`config.mk`:
```
export PLATFORM = sky130hd
export DESIGN_NAME = sync_burst_sram
export DESIGN_NICKNAME = d
export VERILOG_FILES = /design/src/rtl/sbs_pkg.sv /design/src/rtl/sbs_burst_ctl.sv /design/src/rtl/sbs_lane_dec.sv /design/src/rtl/sbs_lane_ram.sv /design/src/rtl/sync_burst_sram.sv
export SDC_FILE = /design/constraint.sdc
export NUM_CORES = 2
export LEC_CHECK = 0
export BUFFER_PORTS_ARGS = -buffer_cell sky130_fd_sc_hd__buf_2
export CORE_MARGIN = 5
export CORE_UTILIZATION = 30
export DETAILED_ROUTE_END_ITERATION = 8
export REMOVE_ABC_BUFFERS = 1
export SYNTH_ARGS = -nofsm -noshare
export SYNTH_HDL_FRONTEND = slang
export SYNTH_SLANG_ARGS = --single-unit
```
`constraint.sdc`:
```
create_clock -name clk -period 3.78 [get_ports clk]
set_input_delay 0.189 -clock clk [delete_from_list [all_inputs] [get_ports clk]]
set_output_delay 0.189 -clock clk [all_outputs]
set_load 0.03 [all_outputs]
```
`src/rtl/sbs_pkg.sv`:
```
package sbs_pkg;
  // bus phase of the cycle that follows an edge
  typedef enum logic [1:0] {
    PH_OFF   = 2'd0,
    PH_FIRST = 2'd1,
    PH_READ  = 2'd2,
    PH_WRITE = 2'd3
  } phase_e;
endpackage

```
`src/rtl/sbs_burst_ctl.sv`:
```
module sbs_burst_ctl
  import sbs_pkg::*;
#(
  parameter int AW = 6
) (
  input  logic          clk,
  input  logic          rst,
  input  logic [AW-1:0] addr,
  input  logic          ld_cpu_n,
  input  logic          ld_ctl_n,
  input  logic          sel_a_n,
  input  logic          sel_b,
  input  logic          sel_c_n,
  input  logic          burst_step_n,
  input  logic          nap,
  input  logic          wr_req,
  output logic [AW-1:0] cur_addr,
  output logic [AW-1:0] nxt_addr,
  output logic          wr_fire,
  output phase_e        phase
);
  localparam int HW = AW - 2;

  logic [HW-1:0] hi_q, hi_d;
  logic [1:0]    cnt_q, cnt_d;
  logic          act_q, act_d;
  phase_e        ph_q, ph_d;
  logic          awake, take_cpu, take_ctl, load, chosen, step;

  always_comb begin
    awake    = !nap;
    take_cpu = awake && !ld_cpu_n && !sel_a_n;
    take_ctl = awake && !take_cpu && !ld_ctl_n;
    load     = take_cpu || take_ctl;
    chosen   = !sel_a_n && sel_b && !sel_c_n;
    step     = awake && !load && act_q && !burst_step_n;
    wr_fire  = awake && !load && act_q && wr_req;

    hi_d  = hi_q;
    cnt_d = cnt_q;
    act_d = act_q;
    if (load) begin
      act_d = chosen;
      if (chosen) begin
        hi_d  = addr[AW-1:2];
        cnt_d = addr[1:0];
      end
    end else if (step) begin
      cnt_d = cnt_q + 2'd1;
    end

    if (!act_d || !awake)    ph_d = PH_OFF;
    else if (load && !act_q) ph_d = PH_FIRST;
    else if (wr_fire)        ph_d = PH_WRITE;
    else                     ph_d = PH_READ;
  end

  always_ff @(posedge clk) begin
    if (rst) begin
      hi_q  <= '0;
      cnt_q <= '0;
      act_q <= 1'b0;
      ph_q  <= PH_OFF;
    end else begin
      hi_q  <= hi_d;
      cnt_q <= cnt_d;
      act_q <= act_d;
      ph_q  <= ph_d;
    end
  end

  assign cur_addr = {hi_q, cnt_q};
  assign nxt_addr = {hi_d, cnt_d};
  assign phase    = ph_q;

  AST_LOAD_ADDR: assert property (@(posedge clk) disable iff (rst)
    (!nap && !ld_cpu_n && !sel_a_n && sel_b && !sel_c_n) |=> (cur_addr == $past(addr)));
  AST_CPU_GATED: assert property (@(posedge clk) disable iff (rst)
    (!ld_cpu_n && sel_a_n && ld_ctl_n && burst_step_n) |=> ($stable(cur_addr) && $stable(act_q)));
  AST_CNT_STEP: assert property (@(posedge clk) disable iff (rst)
    (act_q && !nap && ld_cpu_n && ld_ctl_n && !burst_step_n)
      |=> (cur_addr[1:0] == $past(cur_addr[1:0]) + 2'd1));
  AST_NAP_HOLD: assert property (@(posedge clk) disable iff (rst)
    nap |=> ($stable(cur_addr) && phase == PH_OFF));
endmodule

```
`src/rtl/sbs_lane_dec.sv`:
```
module sbs_lane_dec #(
  parameter int NB = 2
) (
  input  logic          wr_all_n,
  input  logic          wr_byte_n,
  input  logic [NB-1:0] lane_sel_n,
  output logic [NB-1:0] mask
);
  for (genvar i = 0; i < NB; i++) begin : g_lane
    assign mask[i] = !wr_all_n || (!wr_byte_n && !lane_sel_n[i]);
  end
endmodule

```
`src/rtl/sbs_lane_ram.sv`:
```
module sbs_lane_ram #(
  parameter int AW = 6,
  parameter int LW = 9
) (
  input  logic          clk,
  input  logic          we,
  input  logic [AW-1:0] waddr,
  input  logic [LW-1:0] wdata,
  input  logic [AW-1:0] raddr,
  output logic [LW-1:0] rdata
);
  localparam int DEPTH = 1 << AW;

  logic [LW-1:0] mem [DEPTH];

  always_ff @(posedge clk) begin
    if (we) mem[waddr] <= wdata;
    rdata <= mem[raddr];
  end
endmodule

```
`src/rtl/sync_burst_sram.sv`:
```
module sync_burst_sram
  import sbs_pkg::*;
#(
  parameter int AW = 6,
  parameter int NB = 2,
  parameter int LW = 9
) (
  input  logic             clk,
  input  logic             rst,
  input  logic [AW-1:0]    addr,
  input  logic             ld_cpu_n,
  input  logic             ld_ctl_n,
  input  logic             sel_a_n,
  input  logic             sel_b,
  input  logic             sel_c_n,
  input  logic             burst_step_n,
  input  logic             wr_all_n,
  input  logic             wr_byte_n,
  input  logic [NB-1:0]    lane_sel_n,
  input  logic             out_en_n,
  input  logic             nap,
  input  logic [NB*LW-1:0] dq_in,
  output logic [NB*LW-1:0] dq_out,
  output logic             dq_oe
);
  logic [AW-1:0] cur_addr, nxt_addr;
  logic [NB-1:0] mask, lane_we;
  logic          wr_fire;
  phase_e        phase;

  sbs_lane_dec #(.NB(NB)) u_dec (
    .wr_all_n  (wr_all_n),
    .wr_byte_n (wr_byte_n),
    .lane_sel_n(lane_sel_n),
    .mask      (mask)
  );

  sbs_burst_ctl #(.AW(AW)) u_ctl (
    .clk         (clk),
    .rst         (rst),
    .addr        (addr),
    .ld_cpu_n    (ld_cpu_n),
    .ld_ctl_n    (ld_ctl_n),
    .sel_a_n     (sel_a_n),
    .sel_b       (sel_b),
    .sel_c_n     (sel_c_n),
    .burst_step_n(burst_step_n),
    .nap         (nap),
    .wr_req      (|mask),
    .cur_addr    (cur_addr),
    .nxt_addr    (nxt_addr),
    .wr_fire     (wr_fire),
    .phase       (phase)
  );

  assign lane_we = mask & {NB{wr_fire}};

  for (genvar i = 0; i < NB; i++) begin : g_ram
    sbs_lane_ram #(.AW(AW), .LW(LW)) u_ram (
      .clk  (clk),
      .we   (lane_we[i]),
      .waddr(cur_addr),
      .wdata(dq_in[i*LW +: LW]),
      .raddr(nxt_addr),
      .rdata(dq_out[i*LW +: LW])
    );
  end

  // output enable acts without a clock; phase masks write, first and off cycles
  assign dq_oe = (phase == PH_READ) && !out_en_n;

  AST_WR_BUS_OFF: assert property (@(posedge clk) disable iff (rst)
    $past(wr_fire) |-> !dq_oe);
  AST_GW_ALL: assert property (@(posedge clk) disable iff (rst)
    (wr_fire && !wr_all_n) |-> ($countones(lane_we) == NB));
  AST_BWE_NONE: assert property (@(posedge clk) disable iff (rst)
    (wr_all_n && wr_byte_n) |-> (lane_we == '0));
  AST_LOAD_NO_WR: assert property (@(posedge clk) disable iff (rst)
    (!nap && (!ld_ctl_n || (!ld_cpu_n && !sel_a_n))) |-> (lane_we == '0));
endmodule

```
=== Word level (Yosys, flattened, before mapping) ===
Memory sizes are Yosys's and may differ from the RTL's. A register that Yosys moved wholly into a read port is not among the register bits.
Cells that the tools add are included.

* Reductions and logical operators: 36
* Bitwise gates (word level): 1
* Multiplexer cells: 12
* $add $sub $neg: 1
* Equality and inequality tests: 1

{| class="wikitable"
|+ Operator list
! kind !! number
|-
| logical NOT 1 bit || 15
|-
| logical AND 1 bit || 14
|-
| two-way mux 4 bit || 2
|-
| two-way mux 1 bit || 7
|-
| two-way mux 2 bit || 3
|-
| logical OR 1 bit || 4
|-
| OR reduction 2 bit || 2
|-
| OR reduction 3 bit || 1
|-
| adder 2 x 1 -> 2 bit (second input constant) || 1
|-
| bitwise AND 2 bit || 1
|-
| == test 2 bit (second input constant) || 1
|}

* Memories kept: 2
* Register bits after elaboration: 9
* Logic and storage cells: 58
* Output and inout bits: 19
* Input bits: 38
* Memory bits (writable): 1152

{| class="wikitable"
|+ Memory list
! name !! depth !! bits a word !! read ports !! clocked after memory_dff !! wr ports !! RTL line !! RTL
|-
| g_ram[0].u_ram.mem || 64 || 9 || 1 || 1 || 1 || sbs_lane_ram.sv:14 || <nowiki>logic [LW-1:0] mem [DEPTH];</nowiki>
|-
| g_ram[1].u_ram.mem || 64 || 9 || 1 || 1 || 1 || sbs_lane_ram.sv:14 ||
|}

=== Depth between registers and ports, before layout ===
* Depth in word-level cells: 14
* Mapped depth: 13
* Mapped depth without buffers: 8

=== Hierarchy ===
A second synthesis with hierarchy kept.

* Cells, all modules: 2106
* Area total of the unflattened synthesis: 45722.6 um^2

{| class="wikitable"
|+ By module, submodules not included
! module !! area an instance (um^2) !! instances !! cells an instance
|-
| sbs_lane_ram || 22594.2 || 2 || 1020
|-
| sbs_burst_ctl || 496.7 || 1 || 60
|-
| sync_burst_sram || 27.5 || 1 || 4
|-
| sbs_lane_dec || 10.0 || 1 || 2
|}

=== Worst setup path after synthesis ===
OpenSTA, ideal clock, no wires.

* Path type: register -> register
* From: reg u_ctl.act_q
* To: reg g_ram[1].u_ram.rdata[0] (read register of g_ram[1].u_ram.mem)
* Required time: 3.660 ns
* Data arrival time: 2.521 ns
* Path slack: 1.139 ns
* Setup time: 0.120 ns
* Stages on the path, launching flop included: 11
* Cells stage by stage: dfxtp_1 o211ai_1 or3_1 a221oi_2 buf_6 buf_2 clkbuf_1 mux4_2 a22oi_1 nand4_1 or2_1

* Longest elaborated chain between the ends: 4

{| class="wikitable"
|+ RTL lines
! what !! RTL line !! RTL
|-
| from (decl) || sbs_burst_ctl.sv:26 || <nowiki>logic act_q, act_d;</nowiki>
|-
| from (signal assigned) || sbs_burst_ctl.sv:67 || <nowiki>act_q <= act_d;</nowiki>
|-
| logical AND 1 bit (2 in series) || sbs_burst_ctl.sv:36 || <nowiki>step = awake && !load && act_q && !burst_step_n;</nowiki>
|-
| two-way mux 2 bit || sbs_burst_ctl.sv:48 || <nowiki>end else if (step) begin</nowiki>
|-
| two-way mux 2 bit || sbs_burst_ctl.sv:42 || <nowiki>if (load) begin</nowiki>
|-
| to (decl) || sbs_lane_ram.sv:10 || <nowiki>output logic [LW-1:0] rdata</nowiki>
|}

Every way passes these cells.
A chain may end at the register's enable or synchronous reset.

=== Final worst setup path ===
* From: in nap
* To: reg g_ram[1].u_ram.rdata[3] (read register of g_ram[1].u_ram.mem)

* Longest elaborated chain between the ends: 13
* Elaborated cells on any way between the ends: 14
* Those cells by class: 3 x mux; 11 x reduce/logical

{| class="wikitable"
|+ RTL lines
! what !! RTL line !! RTL
|-
| from (decl) || sync_burst_sram.sv:21 || <nowiki>input logic nap,</nowiki>
|-
| logical NOT 1 bit (*) || sbs_burst_ctl.sv:31 || <nowiki>awake = !nap;</nowiki>
|-
| logical AND 1 bit (2 in series) || sbs_burst_ctl.sv:32 || <nowiki>take_cpu = awake && !ld_cpu_n && !sel_a_n;</nowiki>
|-
| logical NOT 1 bit || sbs_burst_ctl.sv:33 || <nowiki>take_ctl = awake && !take_cpu && !ld_ctl_n;</nowiki>
|-
| logical AND 1 bit (2 in series) || sbs_burst_ctl.sv:33 ||
|-
| logical OR 1 bit || sbs_burst_ctl.sv:34 || <nowiki>load = take_cpu || take_ctl;</nowiki>
|-
| logical NOT 1 bit || sbs_burst_ctl.sv:36 ||
|-
| logical AND 1 bit (3 in series) || sbs_burst_ctl.sv:36 ||
|-
| two-way mux 2 bit || sbs_burst_ctl.sv:48 ||
|-
| two-way mux 2 bit || sbs_burst_ctl.sv:42 ||
|}

Every way passes the cells marked *; elsewhere a longest branch is shown, timed or not.

==> flow_summary.json <==
{
  "reg2reg_from": "u_ctl.act_q",
  "grt_pass1_vias": 23130,
  "ys_warn_count": 0,
  "ant_nets": 0,
  "worst_ep_required_time_ps": 4360,
  "min_to": "g_ram[1].u_ram.mem[32][3]",
  "layout_commonest_cell": "edfxtp_1",
  "numCtsBuffers": 110,
  "fp.dieH_um": 398.2,
  "setup_viol": 0,
  "area_growth_syn_to_layout_pct": 17.19,
  "die_area_um2": 158500,
  "final_util": 0.3537,
  "leakage_nw": 16.06,
  "wl_um": 112300,
  "synth_edf_count": 1152,
  "whs_path_depth": 1,
  "cp.arrival_ps": 4330,
  "netlist_area_um2": 45200,
  "outcome": "finished, final reports clean",
  "min_path_type": "input port to register",
  "vias_per_cell": 4.934,
  "core.rowCount": 142,
  "grtUsageTotal": 0.1393,
  "gp_congestion": 0.7753,
  "grt_pass1_wl_um": 163000,
  "portBuffers": 56,
  "clock.fmax_mhz": 266.3,
  "clock_latency_ps": 710,
  "drt_iter0_markers": 2447,
  "clockBufferDepth": 3,
  "maxCapViolCount": 0,
  "ys_ff_latch": 1179,
  "hp-start": "dq_in[12]",
  "worst_pin_slew_ps": 1209,
  "netlist_instances": 2327,
  "cts_tree": "yes",
  "r2r_end": "g_ram[0].u_ram.rdata[4]",
  "path_class": "input port to register",
  "slew_headroom": 0.1913,
  "routedWlPerCell_um": 23.93,
  "clock_sinks": 1179,
  "synth_area_per_cell_um2": 19.43,
  "vias": 23150,
  "grt-ovfl-total": 0,
  "num-nets-final": 2615,
  "wl_met3_um": 9245,
  "ys_async_sr_fraction": 0,
  "rsz0062_at_grt": "no",
  "fp.coreArea_um2": 149800,
  "multi_input_area_um2": 9474,
  "mostFrequentLayoutCells": "edfxtp_1 (1152), mux2i_1 (281), buf_4 (182)",
  "pin_count": 57,
  "wl_met2_um": 51470,
  "period_needed_ps": 3755,
  "cts_htree_levels": 3,
  "hold_viol": 0,
  "seqCellArea_um2": 35130,
  "start_util": 0.3018,
  "skew_ps": 30.20,
  "maxSlewViolCount": 0,
  "worst_setup_path_end_kind": "register",
  "clk_pin_slew_ps": 60,
  "ys_types": 47,
  "hpwl_um": 69790,
  "antenna_found_initial": 10,
  "top_layer": "met4",
  "rrSetupSlack_ps": 150,
  "die_w_um": 398.2,
  "wl_met1_um": 49110,
  "synth_seq_area_share": 0.7772,
  "crit_fanout": 8,
  "ir_worst_vdd_v": 0.0004017,
  "grt_max_degree": 65,
  "critPathLaunchType": "input port",
  "drive_gt1_frac": 0.2242,
  "power_mw": 26.60,
  "worst_r2r_path_depth": 9,
  "power.density_nw_per_um2": 502.0,
  "ys.flop_type": "edfxtp_1",
  "cts_setup_buffers": 0,
  "final.fill_count": 13880,
  "cts_root_buf": "clkbuf_16",
  "drc_errors": 0,
  "fin_crit_sh": 0.9934,
  "drt-pass1-iter-count": 5
}
[registers in the layout, summed over array words and instances, names as in the netlist]
register           count
g_ram.u_ram.rdata     18
u_ctl.hi_q             4
u_ctl.act_q            1
g_ram.u_ram.mem     1152
u_ctl.phase            2
u_ctl.cnt_q            2
[per-stage QoR]
stage	std cells	hold WS (ps)	cell area, um2	setup TNS [ps]	setup WS [ps]
6_report	4692	45.95	52970	0	24.96
5_1_grt	4688	44.24	52960	0	8.933
4_1_cts	4688	27.31	52960	0	116.8
3_5_place_dp	4470	484.7	49250	0	65.19
3_3_place_gp	4470	477.4	49250	0	84.68
2_1_floorplan	2193	258.1	44560	-456460	-24190
[power by group]
part | leakage [nW] | switching [mW] | internal, mW
clock network | 1.78 | 4.76 | 6.30
logic | 3.70 | 0.748 | 0.389
registers | 10.6 | 0.0434 | 14.4
[critical path, cell delays in order]
cell and delay, ps:
dlygate4sd3_1 540, buf_2 180, nor4b_4 290, dlygate4sd3_1 610, nand2_1 140, o221a_2 400
nand2_2 400, buf_4 260, o22ai_1 100, o21ai_0 410, nand4_1 430, or2_1 360
[cell type report]
cell class | count | area share
multi-input combinational | 1011 | 0.1788
clock buffer | 140 | 0.05680
sequential | 1179 | 0.6632
antenna | 4 | 0.0001890
inverter | 3 | 0.0002126
tap | 2016 | 0.04762
timing repair buffer | 272 | 0.04185
clock inverter | 67 | 0.01127
[cell usage after synthesis, types with 3 or more instances]
| master | number | share of area |
|---|---|---|
| buf_6 | 6 | 0.0015 |
| nor2_1 | 140 | 0.012 |
| nand3b_1 | 5 | 0.00083 |
| buf_4 | 4 | 0.00066 |
| nand4_1 | 37 | 0.0051 |
| buf_1 | 10 | 0.00083 |
| inv_1 | 3 | 0.00025 |
| buf_2 | 64 | 0.0071 |
| or3_1 | 4 | 0.00055 |
| o22ai_1 | 138 | 0.019 |
| mux2i_1 | 281 | 0.062 |
| and3_1 | 10 | 0.0014 |
| nand2b_1 | 3 | 0.00042 |
| a22oi_1 | 71 | 0.012 |
| mux4_2 | 146 | 0.073 |
| nor2b_1 | 5 | 0.00069 |
| nand3_1 | 11 | 0.0012 |
| nor3b_1 | 3 | 0.00050 |
| a21oi_1 | 6 | 0.00066 |
| dfxtp_1 | 27 | 0.012 |
| edfxtp_1 | 1152 | 0.77 |
| o21ai_0 | 77 | 0.0085 |
| or2_1 | 18 | 0.0025 |
| nand2_1 | 28 | 0.0023 |
| clkbuf_1 | 50 | 0.0042 |
[layer usage]
layer / track usage / vias to the layer above
met5: 0 / -
li1: - / 10070
met2: 0.2143 / 867
met1: 0.1997 / 12060
met4: 0.03348 / 0
met3: 0.03398 / 156
[how the worst max path moves through the flow]
stage                       start                      end  slack (ps)  depth (start not counted)
finish                        nap  g_ram[1].u_ram.rdata[3]          20                         12
global route        u_ctl.hi_q[0]  g_ram[1].u_ram.rdata[6]           9                          7
CTS                           nap  g_ram[0].u_ram.rdata[4]         120                         12
detailed placement        sel_a_n  g_ram[1].u_ram.rdata[6]          70                          9
global placement          sel_a_n  g_ram[1].u_ram.rdata[6]          80                          9
floorplan             u_ctl.act_q  g_ram[1].u_ram.rdata[7]      -24190                          8
[logic make-up after synthesis]
group,count (synthesis),share of synthesized area
DFF,1179,0.7772
buffers and inverters,137,0.01448
AOI/OAI and AO/OA,308,0.04326
muxes,430,0.1358
and+or+nand+nor,273,0.02926
[timing repair]
| action | 4_1_cts | 5_1_grt |
|---|---|---|
| endpoints found under the hold margin | 9 | 0 |
| endpoints found under the setup margin | 0 | 8 |
| hold buffers | 11 | 0 |
| resized for setup | 0 | 2 |
(Power assumes the default switching activity.)
